`src/rtl/tcm_pkg.sv`:
```
package tcm_pkg;

    localparam int unsigned ADDR_W = 32;

    typedef enum logic [1:0] {
        ST_LOAD    = 2'd0,
        ST_HOLD    = 2'd1,
        ST_REFRESH = 2'd2
    } seq_state_e;

    typedef enum logic [1:0] {
        RD_DSET   = 2'd0,
        RD_ISET   = 2'd1,
        RD_SIZEID = 2'd2,
        RD_NONE   = 2'd3
    } rd_sel_e;

    typedef struct packed {
        logic              en;
        logic [ADDR_W:0]   size;
        logic [ADDR_W-1:0] mask;
        logic [ADDR_W-1:0] base;
    } geom_t;

endpackage

```
`src/rtl/tcm_setting_regs.sv`:
```
module tcm_setting_regs
    import tcm_pkg::*;
#(
    parameter logic [ADDR_W-1:0] D_KEEP = 32'hFFFF_F03E,
    parameter logic [ADDR_W-1:0] I_KEEP = 32'h0000_003E
) (
    input  logic              clk,
    input  logic              rst_n,
    input  logic              we,
    input  logic              sel,
    input  logic [ADDR_W-1:0] wdata,
    output logic [ADDR_W-1:0] d_set,
    output logic [ADDR_W-1:0] i_set
);

    localparam int unsigned N_REG = 2;

    for (genvar g = 0; g < N_REG; g++) begin : g_reg
        localparam logic [ADDR_W-1:0] KEEP = (g == 0) ? D_KEEP : I_KEEP;
        localparam logic              SELV = (g != 0);
        logic [ADDR_W-1:0] q;

        always_ff @(posedge clk or negedge rst_n) begin
            if (!rst_n) begin
                q <= '0;
            end else if (we && (sel == SELV)) begin
                q <= wdata & KEEP;
            end
        end
    end

    assign d_set = g_reg[0].q;
    assign i_set = g_reg[1].q;

endmodule

```
`src/rtl/tcm_geom.sv`:
```
module tcm_geom
    import tcm_pkg::*;
#(
    parameter int unsigned       UNIT_LOG2 = 9,
    parameter int unsigned       FIELD_W   = 5,
    parameter int unsigned       FIELD_LSB = 1,
    parameter int unsigned       FIELD_MAX = 23,
    parameter int unsigned       MIN_FIELD = 0,
    parameter logic [ADDR_W-1:0] BASE_KEEP = 32'hFFFF_F000
) (
    input  logic              en,
    input  logic [ADDR_W-1:0] setting,
    output geom_t             geom
);

    localparam int unsigned    EW  = FIELD_W + 1;
    localparam int unsigned    SHW = 8;
    localparam logic [EW-1:0]  HI  = EW'(FIELD_MAX);

    logic [EW-1:0]     raw;
    logic [EW-1:0]     sat;
    logic [EW-1:0]     eff;
    logic [ADDR_W:0]   size_full;
    logic [ADDR_W-1:0] below;
    logic [ADDR_W-1:0] mask_c;

    always_comb begin
        raw = {1'b0, setting[FIELD_LSB +: FIELD_W]};
        sat = (raw > HI) ? HI : raw;
    end

    // The lower clamp exists only on a side that has a minimum size.
    if (MIN_FIELD > 0) begin : g_clamp
        localparam logic [EW-1:0] LO = EW'(MIN_FIELD);
        assign eff = (sat < LO) ? LO : sat;
    end else begin : g_noclamp
        assign eff = sat;
    end

    always_comb begin
        size_full = {{ADDR_W{1'b0}}, 1'b1} << (SHW'(UNIT_LOG2) + SHW'(eff));
        below     = size_full[ADDR_W-1:0] - ADDR_W'(1);
        mask_c    = BASE_KEEP & ~below;
        if (en) begin
            geom.en   = 1'b1;
            geom.size = size_full;
            geom.mask = mask_c;
            geom.base = setting & mask_c;
        end else begin
            geom.en   = 1'b0;
            geom.size = '0;
            geom.mask = '0;
            geom.base = '1;
        end
    end

endmodule

```
`src/rtl/tcm_hit.sv`:
```
module tcm_hit
    import tcm_pkg::*;
#(
    parameter bit LIMIT_MODE = 1'b0
) (
    input  geom_t             geom,
    input  logic [ADDR_W-1:0] addr,
    output logic              hit
);

    logic in_win;

    if (LIMIT_MODE) begin : g_limit
        assign in_win = ({1'b0, addr} < geom.size) &&
                        ((addr & geom.mask) == geom.base);
    end else begin : g_match
        assign in_win = ((addr & geom.mask) == geom.base) &&
                        (geom.size != '0);
    end

    assign hit = geom.en && in_win;

endmodule

```
`src/rtl/tcm_decoder.sv`:
```
module tcm_decoder
    import tcm_pkg::*;
#(
    parameter int unsigned       UNIT_LOG2   = 9,
    parameter int unsigned       FIELD_W     = 5,
    parameter int unsigned       FIELD_LSB   = 1,
    parameter int unsigned       FIELD_MAX   = 23,
    parameter int unsigned       D_MIN_FIELD = 3,
    parameter logic [ADDR_W-1:0] D_KEEP      = 32'hFFFF_F03E,
    parameter logic [ADDR_W-1:0] I_KEEP      = 32'h0000_003E,
    parameter logic [ADDR_W-1:0] D_BASE_KEEP = 32'hFFFF_F000,
    parameter logic [ADDR_W-1:0] I_BASE_KEEP = 32'h0000_0000,
    parameter logic [ADDR_W-1:0] SIZE_ID     = (32'd5 << 18) | (32'd6 << 6)
) (
    input  logic              clk,
    input  logic              rst_n,
    input  logic              cfg_we,
    input  logic              cfg_sel,
    input  logic [ADDR_W-1:0] cfg_wdata,
    input  logic [1:0]        tcm_en,
    input  logic [ADDR_W-1:0] addr,
    input  logic [1:0]        rd_sel,
    output logic [ADDR_W-1:0] rd_data,
    output logic              d_hit,
    output logic              i_hit,
    output logic [ADDR_W-1:0] d_base,
    output logic [ADDR_W-1:0] d_mask,
    output logic [ADDR_W:0]   d_size,
    output logic [ADDR_W-1:0] i_base,
    output logic [ADDR_W-1:0] i_mask,
    output logic [ADDR_W:0]   i_size
);

    logic [ADDR_W-1:0] d_set;
    logic [ADDR_W-1:0] i_set;
    logic [1:0]        en_q;
    logic              dirty;
    seq_state_e        state_q;
    seq_state_e        state_d;
    geom_t             d_geom_c;
    geom_t             i_geom_c;
    geom_t             d_geom_q;
    geom_t             i_geom_q;

    tcm_setting_regs #(
        .D_KEEP (D_KEEP),
        .I_KEEP (I_KEEP)
    ) u_regs (
        .clk   (clk),
        .rst_n (rst_n),
        .we    (cfg_we),
        .sel   (cfg_sel),
        .wdata (cfg_wdata),
        .d_set (d_set),
        .i_set (i_set)
    );

    always_ff @(posedge clk or negedge rst_n) begin
        if (!rst_n) en_q <= '0;
        else        en_q <= tcm_en;
    end

    assign dirty = cfg_we || (tcm_en != en_q);

    tcm_geom #(
        .UNIT_LOG2 (UNIT_LOG2),
        .FIELD_W   (FIELD_W),
        .FIELD_LSB (FIELD_LSB),
        .FIELD_MAX (FIELD_MAX),
        .MIN_FIELD (D_MIN_FIELD),
        .BASE_KEEP (D_BASE_KEEP)
    ) u_dgeom (
        .en      (en_q[0]),
        .setting (d_set),
        .geom    (d_geom_c)
    );

    tcm_geom #(
        .UNIT_LOG2 (UNIT_LOG2),
        .FIELD_W   (FIELD_W),
        .FIELD_LSB (FIELD_LSB),
        .FIELD_MAX (FIELD_MAX),
        .MIN_FIELD (0),
        .BASE_KEEP (I_BASE_KEEP)
    ) u_igeom (
        .en      (en_q[1]),
        .setting (i_set),
        .geom    (i_geom_c)
    );

    // Sequencer state register.
    always_ff @(posedge clk or negedge rst_n) begin
        if (!rst_n) state_q <= ST_LOAD;
        else        state_q <= state_d;
    end

    always_comb begin
        state_d = ST_HOLD;
        unique case (state_q)
            ST_LOAD:    state_d = dirty ? ST_REFRESH : ST_HOLD;
            ST_HOLD:    state_d = dirty ? ST_REFRESH : ST_HOLD;
            ST_REFRESH: state_d = dirty ? ST_REFRESH : ST_HOLD;
            default:    state_d = ST_LOAD;
        endcase
    end

    // Output process: derived windows load in ST_LOAD and ST_REFRESH.
    always_ff @(posedge clk or negedge rst_n) begin
        if (!rst_n) begin
            d_geom_q <= '{en: 1'b0, size: '0, mask: '0, base: '1};
            i_geom_q <= '{en: 1'b0, size: '0, mask: '0, base: '1};
        end else begin
            unique case (state_q)
                ST_LOAD, ST_REFRESH: begin
                    d_geom_q <= d_geom_c;
                    i_geom_q <= i_geom_c;
                end
                default: begin
                    d_geom_q <= d_geom_q;
                    i_geom_q <= i_geom_q;
                end
            endcase
        end
    end

    tcm_hit #(.LIMIT_MODE(1'b0)) u_dhit (
        .geom (d_geom_q),
        .addr (addr),
        .hit  (d_hit)
    );

    tcm_hit #(.LIMIT_MODE(1'b1)) u_ihit (
        .geom (i_geom_q),
        .addr (addr),
        .hit  (i_hit)
    );

    always_comb begin
        rd_data = '0;
        unique case (rd_sel_e'(rd_sel))
            RD_DSET:   rd_data = d_set;
            RD_ISET:   rd_data = i_set;
            RD_SIZEID: rd_data = SIZE_ID;
            RD_NONE:   rd_data = '0;
            default:   rd_data = '0;
        endcase
    end

    assign d_base = d_geom_q.base;
    assign d_mask = d_geom_q.mask;
    assign d_size = d_geom_q.size;
    assign i_base = i_geom_q.base;
    assign i_mask = i_geom_q.mask;
    assign i_size = i_geom_q.size;

endmodule

```
`config.mk`:
```
export PLATFORM = sky130hd
export DESIGN_NAME = tcm_decoder
export DESIGN_NICKNAME = d
export VERILOG_FILES = /design/src/rtl/tcm_pkg.sv /design/src/rtl/tcm_setting_regs.sv /design/src/rtl/tcm_geom.sv /design/src/rtl/tcm_hit.sv /design/src/rtl/tcm_decoder.sv
export SDC_FILE = /design/constraint.sdc
export NUM_CORES = 1
export LEC_CHECK = 0
export ABC_CLOCK_PERIOD_IN_PS = 5000
export BUFFER_PORTS_ARGS = -buffer_cell sky130_fd_sc_hd__buf_2
export CORE_AREA = 10 10 136 138
export CTS_CLUSTER_DIAMETER = 80
export DETAILED_ROUTE_END_ITERATION = 10
export DIE_AREA = 0 0 146 148
export HOLD_SLACK_MARGIN = 0.1
export PLACE_DENSITY_LB_ADDON = 0.1
export SLEW_MARGIN = 20
export SYNTH_ARGS = -nofsm -noshare
export SYNTH_HDL_FRONTEND = slang
export SYNTH_SLANG_ARGS = --single-unit
```
`constraint.sdc`:
```
create_clock -name clk -period 5 [get_ports clk]
set_clock_uncertainty 0.1 [all_clocks]
set_input_delay 0.5 -clock clk [delete_from_list [all_inputs] [get_ports clk]]
set_output_delay 0.5 -clock clk [all_outputs]
set_load 0.01 [all_outputs]
```
==> flow_summary_export.csv, run 1 <==
group,metric,value,unit
global_route,antenna_found_initial,0,
routing,wl_per_cell,20.0,um
timing,setup_viol_count_final,0,
worst_setup_path,crit_arrival,2.79,ns
clock_tree,clk_pin_slew_worst_paths,0.06,ns
routing,drtIter0Drc,238,
logic_synthesis,ys_seq_area_frac,0.427,
worst_setup_path,cp-end-kind,"output pin",
worst_setup_path,crit_type,"reg -> out",
timing,timing.final.crit_period,3.39,ns
clock_tree,cts_max_level,4,
logic_synthesis,avgSynthCellArea,9.77,um^2
power_and_ir_drop,leakage,4.61,nW
layout,final_common_cell,"buf_2",
worst_setup_path,worstPathMaxFanout,3,
logic_synthesis,netlist_area,8500,um^2
timing,drv_slew,0,
die,die_area,21600,um^2
worst_hold_path,min-delay-path-class,"in -> reg",
clock_tree,clock_latency,0.43,ns
routing,routed_wl,23.7,mm
die,fp.dieH,148,um
timing,slew_headroom,0.374,
global_route,track_usage,0.215,
global_route,grt_overflow,0,
power_and_ir_drop,pwr_density_cell,359,nW/um^2
logic_synthesis,synth-xor-area-share,0.0227,
timing,fmax,295,MHz
logic_synthesis,synthMuxAreaShare,0.0695,
layout,final_layout_size_suffix_gt1_frac,0.366,
timing,worst_pin_slew,0.940,ns
clock_tree,cts_buffers,17,
layout,syn2layout_area_growth,8.25,%
clock_tree,tritoncts,"built",
layout,stdcell_area,9200,um^2
layout,nets,1056,
routing,firstDrtPassIters,4,
placement,dp_hpwl,18.5,mm
routing,drtAntennaViolNets,0,
logic_synthesis,synthCells,870,
die,die_w,146,um
power_and_ir_drop,vdd_ir_drop_max,0.000241,V
logic_synthesis,synth.distinct_cells,43,
layout,final_cell_mix,"buf_2, dfrtp_1, nand2_1, conb_1, mux2_2",
worst_setup_path,r2r_slack,2.63,ns
worst_setup_path,crit_required,4.40,ns
worst_setup_path,reg2reg_from,"u_regs.d_set[3]",
placement,place_ws,1.87,ns
die,start_util,0.541,
global_route,grt_max_degree,62,
worst_setup_path,startpoint_type,"register",
layout,final_util,0.585,
logic_synthesis,synth-edff-count,0,
logic_synthesis,ys_ff_latch,144,
run_status,status,"completed",
job,cap_violations,0,
global_route,grt_pass1_wl,36.9,mm
placement,portBuffers,243,
worst_setup_path,cp-startpoint,"i_size[31]",
timing,setup-tns-final,0,ns
timing,hold_viol,0,
timing,fin_crit_sh,0.678,
die,coreArea,15700,um^2
logic_synthesis,synth_compound_area_frac,0.0945,
logic_synthesis,yosysWarnings,0,
logic_synthesis,synth-main-ff-cell,"dfrtp_1",
routing,viasPerCell,5.13,
clock_tree,cts_sinks,144,
routing,drt_drc_violations_left,0,
die,num_rows,46,
placement,place_area,8580,um^2
layout,diodes,0,
clock_tree,post_cts_resized,0,
logic_synthesis,synthAdderAreaFrac,0.0456,
clock_tree,cts_max_path_buffers,2,
die,pin_count,300,
routing,vias,6066,
logic_synthesis,synth-async-reset-ratio,1.00,
timing,setup_slack,1.61,ns
global_route,grt_pass1_vias,6311,
clock_tree,clk_root_buffer_cell,"clkbuf_16",
power_and_ir_drop,finalPower,3.30,mW
logic_synthesis,synth_top_family_by_area,"buffers and inverters",
worst_hold_path,min-delay-start,"cfg_wdata[24]",
timing,rsz0062_at_grt,"false",
placement,place_congestion,0.872,
logic_synthesis,yosys.area_share.simple,0.132,
## layer usage
metal	vias to the layer above	share of wire	GRT usage
met2	240	0.48	0.357
met3	17	0.093	0.0797
met4	0	0.0098	0.0506
met1	2959	0.42	0.261
li1	2850	-	-
met5	-	0	0
## power by group
part | leakage (nW) | switching (mW) | internal (mW) | total, mW
combinational | 2.49 | 0.353 | 0.259 | 0.611
clock | 0.286 | 0.545 | 0.715 | 1.26
sequential | 1.83 | 0.150 | 1.28 | 1.43
## final cells by class
| class | instances | area [um^2] |
|---|---|---|
| Clock buffer | 18 | 439 |
| Clock inverter | 14 | 148 |
| Fill cell | 1442 | 6520 |
| Inverter | 35 | 131 |
| Multi-Input combinational cell | 504 | 3280 |
| Sequential cell | 144 | 3630 |
| Tap cell | 216 | 270 |
| Timing Repair Buffer | 251 | 1290 |
## flip-flops by register name, indices dropped and copies added (netlist names)
signal and count:
en_q 2, u_regs.i_set 5, i_base 1, d_size 33, state_q 2, i_geom_q 1, d_geom_q 1, d_mask 20
d_base 21, u_regs.d_set 25, i_size 33
## repair_timing
action | 4_1_cts | 5_1_grt
hold buffers | 3 | 0
buffers inserted | 0 | 0
endpoints found under the hold margin | 44 | 0
## kinds of logic after synthesis
group	after synthesis
AOI/OAI and AO/OA	119
xor gates and xnor gates	22
adders and majority gates	31
buffers and inverters	270
DFF	144
muxes	53
other	1
and+or+nand+nor	230
## final timing paths
check                                   end  cells past startpoint
max                                   i_hit                      8
min                        u_regs.d_set[24]                      3
max reg2reg                      d_base[31]                      6
min reg2reg                      state_q[1]                      1
max in group asynchronous        state_q[0]                      3
min in group asynchronous  u_regs.d_set[24]                      2
## through the flow
stage          cells  hold WS, ns
2_1_floorplan    918        0.104
3_3_place_gp    1147        0.326
3_5_place_dp    1147        0.334
4_1_cts         1182        0.158
5_1_grt         1182        0.201
6_report        1182        0.172
## critical path, cell delays in order, from the launching register on
cell     delay [ns]
dfrtp_1        0.37
inv_1          0.06
ha_1           0.29
nand4_1        0.09
or4b_1         0.56
or4_1          0.58
a31oi_1        0.17
nor4_1         0.06
buf_2          0.16
## cell usage after synthesis (6+ instances only)
cell | instances | area (um^2)
nand3_1 | 6 | 30.0
nand3b_1 | 6 | 45.0
ha_1 | 31 | 388
dfrtp_1 | 122 | 3050
a22o_1 | 24 | 210
nand2b_1 | 7 | 43.8
nand4_1 | 7 | 43.8
nor2_1 | 17 | 63.8
mux2_2 | 48 | 541
a21oi_1 | 14 | 70.1
buf_4 | 200 | 1500
nor3_1 | 6 | 30.0
and2_1 | 39 | 244
nor2b_1 | 7 | 43.8
a32o_1 | 9 | 90.1
dfstp_2 | 22 | 578
nor4_1 | 13 | 81.3
clkbuf_1 | 30 | 113
o21ai_0 | 44 | 220
nand2_1 | 111 | 417
xnor2_1 | 19 | 166
inv_1 | 35 | 131
(Power assumes the default switching activity.)
==> inputs of run 2 (changes only) <==
--- a/config.mk
+++ b/config.mk
@@ -5,12 +5,13 @@
 export SDC_FILE = /design/constraint.sdc
 export NUM_CORES = 1
 export LEC_CHECK = 0
-export ABC_CLOCK_PERIOD_IN_PS = 5000
+export ABC_AREA = 1
+export ABC_CLOCK_PERIOD_IN_PS = 3420
 export BUFFER_PORTS_ARGS = -buffer_cell sky130_fd_sc_hd__buf_2
-export CORE_AREA = 10 10 136 138
+export CORE_AREA = 10 10 143 145
 export CTS_CLUSTER_DIAMETER = 80
 export DETAILED_ROUTE_END_ITERATION = 10
-export DIE_AREA = 0 0 146 148
+export DIE_AREA = 0 0 153 155
 export HOLD_SLACK_MARGIN = 0.1
 export PLACE_DENSITY_LB_ADDON = 0.1
 export SLEW_MARGIN = 20
==> constraint.sdc (replaced) <==
create_clock -name clk -period 3.42 [get_ports clk]
set_clock_uncertainty 0.1 [all_clocks]
set_input_delay 0.342 -clock clk [delete_from_list [all_inputs] [get_ports clk]]
set_output_delay 0.342 -clock clk [all_outputs]
set_load 0.01 [all_outputs]
==> run 2 against run 1 <==
Effect of this change: non-clock buffer count is 24 higher; routed wire length is 9.2% higher; synthesized cell count is 23% higher; sequential power is 41% higher; critical endpoint is now d_hit; worst setup slack worse by 0.78 ns; sequential share of layout area is 2.6 points lower; largest cell class unchanged.
==> flow_summary_export.csv, run 2 <==
group,metric,value,unit
worst_hold_path,min_delay_path_depth,3,
timing,worst_pin_slew,1.08,ns
power_and_ir_drop,vdd_ir_drop_max,0.000366,V
routing,viasPerCell,4.89,
timing,setup_viol_count_final,0,
placement,place_congestion,0.917,
die,num_rows,49,
logic_synthesis,synth-main-ff-cell,"dfrtp_1",
clock_tree,cts_max_path_buffers,2,
clock_tree,cts_max_level,4,
timing,rsz0062_at_grt,"false",
clock_tree,tritoncts,"built",
clock_tree,cts_sinks,144,
logic_synthesis,yosys.area.top_type,"dfrtp_1",
global_route,grt_max_degree,69,
worst_setup_path,startpoint_type,"register",
worst_setup_path,cp_num_buf_inv,1,
logic_synthesis,yosysWarnings,0,
logic_synthesis,synth_top_area_frac,0.346,
worst_setup_path,path_depth,7,
timing,hold_viol,0,
routing,drtAntennaViolNets,0,
global_route,antenna_found_initial,1,
placement,place_area,8950,um^2
routing,drtIter0Drc,393,
layout,final_cell_mix,"buf_2, nand2_1, inv_1, dfrtp_1, nor2_1",
logic_synthesis,synthCells,1068,
worst_setup_path,worstPathMaxFanout,3,
die,die_w,153,um
routing,firstDrtPassIters,5,
die,coreArea,17700,um^2
global_route,grt_pass1_wl,40.3,mm
timing,fmax,387,MHz
clock_tree,cts_buffers,17,
worst_setup_path,path_cells,"nor2_1 > nand3_1 > nor4_1 > nand3_1 > nand2_1 > nor2_1 > buf_2",
logic_synthesis,yosys-top-cells-area,"dfrtp_1, buf_4, nand2_1",
clock_tree,clk_pin_slew_worst_paths,0.06,ns
logic_synthesis,synth.most_common_cell,"buf_4",
power_and_ir_drop,leakage,5.37,nW
worst_setup_path,crit_required,2.98,ns
power_and_ir_drop,finalPower,5.10,mW
worst_setup_path,crit_type,"reg -> out",
layout,nets,1285,
timing,drv_slew,0,
worst_setup_path,ff2ff_path_depth,5,
logic_synthesis,netlist_area,8820,um^2
layout,final_util,0.557,
routing,vias,6964,
clock_tree,clk_root_buffer_cell,"clkbuf_16",
placement,dp_hpwl,20.2,mm
timing,fin_crit_sh,0.755,
layout,stdcell_area,9840,um^2
job,cap_violations,0,
run_status,status,"completed",
placement,portBuffers,243,
worst_setup_path,crit_family,"simple AND/OR/NAND/NOR gates",
logic_synthesis,ys_seq_area_frac,0.412,
global_route,grt_pass1_vias,7041,
logic_synthesis,synth-edff-count,0,
timing,timing.final.crit_period,2.58,ns
timing,slew_headroom,0.282,
layout,final_layout_size_suffix_gt1_frac,0.299,
logic_synthesis,avgSynthCellArea,8.26,um^2
worst_hold_path,min-delay-path-class,"in -> reg",
die,pin_count,300,
routing,drt_drc_violations_left,0,
worst_setup_path,crit_slowest_cell,"nor4_1",
worst_setup_path,cp-end-kind,"output pin",
worst_setup_path,crit_arrival,2.14,ns
clock_tree,post_cts_resized,0,
logic_synthesis,ys_ff_latch,144,
global_route,grt_overflow,0,
timing,setup-tns-final,0,ns
routing,routed_wl,25.9,mm
die,start_util,0.499,
clock_tree,clock_latency,0.43,ns
logic_synthesis,synth_common_cells,"buf_4, nand2_1, inv_1, dfrtp_1, nor2_1",
layout,final_common_cell,"buf_2",
die,die_area,23700,um^2
worst_setup_path,slowest_delay,0.66,ns
layout,syn2layout_area_growth,11.6,%
logic_synthesis,synth.distinct_cells,47,
power_and_ir_drop,pwr_density_cell,518,nW/um^2
die,fp.dieH,155,um
global_route,track_usage,0.214,
logic_synthesis,synth-async-reset-ratio,1.00,
routing,wl_per_cell,18.1,um
## run 2: path summary, 6_finish.rpt
check,end,from,slack (ns)
max reg2reg,i_size[20],state_q[0],1.18
min reg2reg,state_q[0],state_q[1],0.34
min,u_regs.i_set[3],cfg_wdata[3],0.11
max in group asynchronous,d_base[26],rst_n,2.08
max,d_hit,d_size[29],0.84
min in group asynchronous,d_size[26],rst_n,0.34
## run 2: per-layer routing
metal,wire length [um],up-vias,global-route usage
met4,417,0,0.0631
met5,0,-,0
met1,10400,3256,0.260
li1,-,3401,-
met2,12600,280,0.355
met3,2380,27,0.0720
## run 2: what timing repair did
item / in CTS / in global routing
setup buffers: 0 / 0
endpoints found under the setup margin: 0 / 0
hold endpoints to repair: 76 / 0
hold buffers: 26 / 0
## run 2: report_power, final
part	total, mW	internal, mW	switching [mW]	leakage, nW
registers	2.02	1.87	0.150	1.82
clock network	1.98	1.21	0.764	0.300
logic	1.10	0.378	0.720	3.25
total	5.10	3.47	1.63	5.37
## run 2: cell type report
| class | instances | area [um^2] |
|---|---|---|
| antenna | 1 | 2.50 |
| clock buffer | 21 | 470 |
| clock inverter | 11 | 154 |
| fill | 1710 | 7820 |
| inverter | 145 | 552 |
| multi-input combinational | 599 | 3200 |
| sequential | 144 | 3630 |
| tap | 229 | 287 |
| timing repair buffer | 275 | 1540 |
## run 2: kinds of logic (layout without fill, tap and decap cells)
logic type      Yosys count  count (layout)  share of synthesized area
flops                   144             144                      0.412
fa+ha+maj                31              31                     0.0440
buf+inv                 373             452                      0.246
xor+xnor                  9               9                    0.00979
compound gates          163             163                      0.114
other cells               1              50                   0.000425
simple gates            346             346                      0.173
mux                       1               1                    0.00128
## run 2: stage by stage
stage	instances	hold slack (ns)	setup WS [ns]
floorplan	1116	-0.0536	1.65
CTS	1424	0.110	0.880
global route	1425	0.128	0.759
detailed placement	1366	0.234	1.28
finish	1425	0.109	0.836
global placement	1366	0.237	1.30
## run 2: worst min-delay path: stages
cell and delay [ns]:
buf_2 0.10, inv_1 0.07, o21ai_0 0.08
==> inputs of run 3 (changes only) <==
--- a/config.mk
+++ b/config.mk
@@ -6,12 +6,12 @@
 export NUM_CORES = 1
 export LEC_CHECK = 0
 export ABC_AREA = 1
-export ABC_CLOCK_PERIOD_IN_PS = 3420
+export ABC_CLOCK_PERIOD_IN_PS = 2250
 export BUFFER_PORTS_ARGS = -buffer_cell sky130_fd_sc_hd__buf_2
-export CORE_AREA = 10 10 143 145
+export CORE_AREA = 10 10 150 152
 export CTS_CLUSTER_DIAMETER = 80
 export DETAILED_ROUTE_END_ITERATION = 10
-export DIE_AREA = 0 0 153 155
+export DIE_AREA = 0 0 160 162
 export HOLD_SLACK_MARGIN = 0.1
 export PLACE_DENSITY_LB_ADDON = 0.1
 export SLEW_MARGIN = 20
==> constraint.sdc (replaced) <==
create_clock -name clk -period 2.25 [get_ports clk]
set_clock_uncertainty 0.1 [all_clocks]
set_input_delay 0.225 -clock clk [delete_from_list [all_inputs] [get_ports clk]]
set_output_delay 0.225 -clock clk [all_outputs]
set_load 0.01 [all_outputs]
==> run 3 against run 2 <==
Effect of this change: the run now ends with negative setup slack left; final area increased by 4.0%; routed wire length up 3.9%; sequential share of layout area down 1.4 points; via count increased by 0.24%; critical path type unchanged; highest routed layer unchanged.
==> flow_summary_export.csv, run 3 (synthesis gave the netlist of run 2 again) <==
group,metric,value,unit
timing,setup-tns-final,-0.0495,ns
placement,portBuffers,243,
global_route,antenna_found_initial,1,
power_and_ir_drop,pwr_density_cell,758,nW/um^2
power_and_ir_drop,vdd_ir_drop_max,0.000567,V
global_route,grt_pass1_vias,7071,
timing,drv_slew,0,
worst_setup_path,cp-end-kind,"output pin",
layout,ff_latch_area,3630,um^2
placement,place_ws,0.252,ns
worst_hold_path,min_delay_path_depth,4,
layout,nets,1306,
timing,fin_crit_sh,1.02,
timing,hold_viol,0,
routing,viasPerCell,4.71,
die,start_util,0.455,
global_route,track_usage,0.204,
worst_setup_path,reg2reg_from,"u_regs.d_set[5]",
die,die_area,25900,um^2
clock_tree,cts_buffers,17,
worst_setup_path,ff2ff_path_depth,7,
power_and_ir_drop,leakage,5.48,nW
layout,fillCellCount,1971,
run_status,status,"finished with violations",
die,die_w,160,um
routing,drtAntennaViolNets,0,
timing,setup_slack,-0.0495,ns
worst_setup_path,r2r_end,"d_size[22]",
job,cap_violations,0,
die,num_rows,51,
global_route,grt_overflow,0,
layout,instances_no_fill,1482,
worst_hold_path,hold_path_end,"u_regs.i_set[1]",
routing,vias,6981,
timing,slew_headroom,0.670,
timing,fmax,435,MHz
worst_setup_path,crit_required,1.92,ns
clock_tree,cts_max_level,4,
timing,worst_pin_slew,0.491,ns
layout,multi_input_area,3390,um^2
die,fp.dieH,162,um
worst_setup_path,crit_arrival,1.97,ns
clock_tree,cts_sinks,144,
run_status,violations,"negative setup slack",
routing,drtIter0Drc,403,
timing,fin_hold_ws,0.176,ns
placement,dp_hpwl,21.1,mm
placement,placedCellCount,1411,
worst_hold_path,min-delay-path-class,"in -> reg",
worst_setup_path,r2r_slack,0.30,ns
layout,syn2layout_area_growth,16.1,%
layout,final_layout_size_suffix_gt1_frac,0.336,
worst_setup_path,worstPathMaxFanout,2,
die,coreArea,19400,um^2
global_route,grt_pass1_wl,41.6,mm
layout,final_cell_mix,"buf_2, nand2_1, inv_1, dfrtp_1, nor2_1",
routing,firstDrtPassIters,5,
routing,wl_per_cell,18.1,um
clock_tree,clk_pin_slew_worst_paths,0.07,ns
clock_tree,clock_latency,0.44,ns
worst_hold_path,min-delay-start,"cfg_sel",
routing,drt_drc_violations_left,0,
routing,routed_wl,26.9,mm
clock_tree,tritoncts,"built",
worst_setup_path,startpoint_type,"register",
layout,final_util,0.528,
clock_tree,cts_max_path_buffers,2,
layout,final_common_cell,"buf_2",
clock_tree,clk_root_buffer_cell,"clkbuf_16",
placement,place_congestion,0.922,
timing,rsz0062_at_grt,"true",
global_route,grt_max_degree,51,
timing,setup_viol_count_final,1,
die,pin_count,300,
timing,timing.final.crit_period,2.30,ns
worst_setup_path,crit_type,"reg -> out",
[run 3: cell types whose count changed in the layout (fill, tap and decap cells not counted), sizes merged]
cell	delta
clkinv	-1
clkinvlp	+1
clkbuf	-4
bufinv	-1
dlygate4sd3	+3
buf	+18
inv	+5
[run 3: layout make-up]
cell class | instances | area share
inverters | 145 | 0.0539
multi-input cells | 599 | 0.331
clock buffers | 17 | 0.0416
well taps | 265 | 0.0324
flip-flops and latches | 144 | 0.355
clock inverters | 15 | 0.0171
repair buffers | 296 | 0.169
diodes | 1 | 0.000244
[run 3: per-stage QoR]
step | area (um^2) | power (mW)
6_report | 10200 | 7.75
5_1_grt | 10200 | 8.16
4_1_cts | 10200 | 7.79
3_5_place_dp | 9090 | 4.80
3_3_place_gp | 9090 | 4.78
2_1_floorplan | 9000 | 4.38
[run 3: worst max path at each step]
stage / endpoint / cells after the start / startpoint / slack, ns
after global placement: d_hit / 7 / d_size[29] / 0.26
after floorplan: i_hit / 10 / i_size[8] / 0.60
after CTS: i_hit / 9 / i_size[24] / -0.06
final: i_hit / 9 / i_size[24] / -0.05
after detailed placement: d_hit / 7 / d_size[29] / 0.25
after global routing: i_hit / 14 / i_size[3] / -0.22
[run 3: layer usage]
layer	up-vias	track usage	wire, um
met5	-	0	0
met4	0	0.0597	319
met3	24	0.0629	2180
met2	253	0.339	13100
met1	3266	0.250	11300
li1	3438	-	-
[run 3: critical path: stages, from the launching register on]
cell	delay (ns)
dfrtp_1	0.39
inv_2	0.09
ha_4	0.20
a21o_1	0.15
nor2_1	0.12
nand2_2	0.08
a21oi_2	0.16
nand4_1	0.09
nor2_1	0.11
buf_2	0.15
[run 3: repair_timing]
item / 4_1_cts / 5_1_grt
pin swaps: 9 / 5
endpoints found under the setup margin: 2 / 2
buffers inserted: 7 / 2
hold endpoints to repair: 152 / 0
hold buffers: 29 / 0
resized for setup: 25 / 10
[run 3: power by group]
| group | switching [mW] | total, mW | internal [mW] | leakage, nW |
|---|---|---|---|---|
| clock network | 1.25 | 2.92 | 1.67 | 0.285 |
| registers | 0.226 | 3.07 | 2.85 | 1.82 |
| logic | 1.14 | 1.76 | 0.626 | 3.38 |
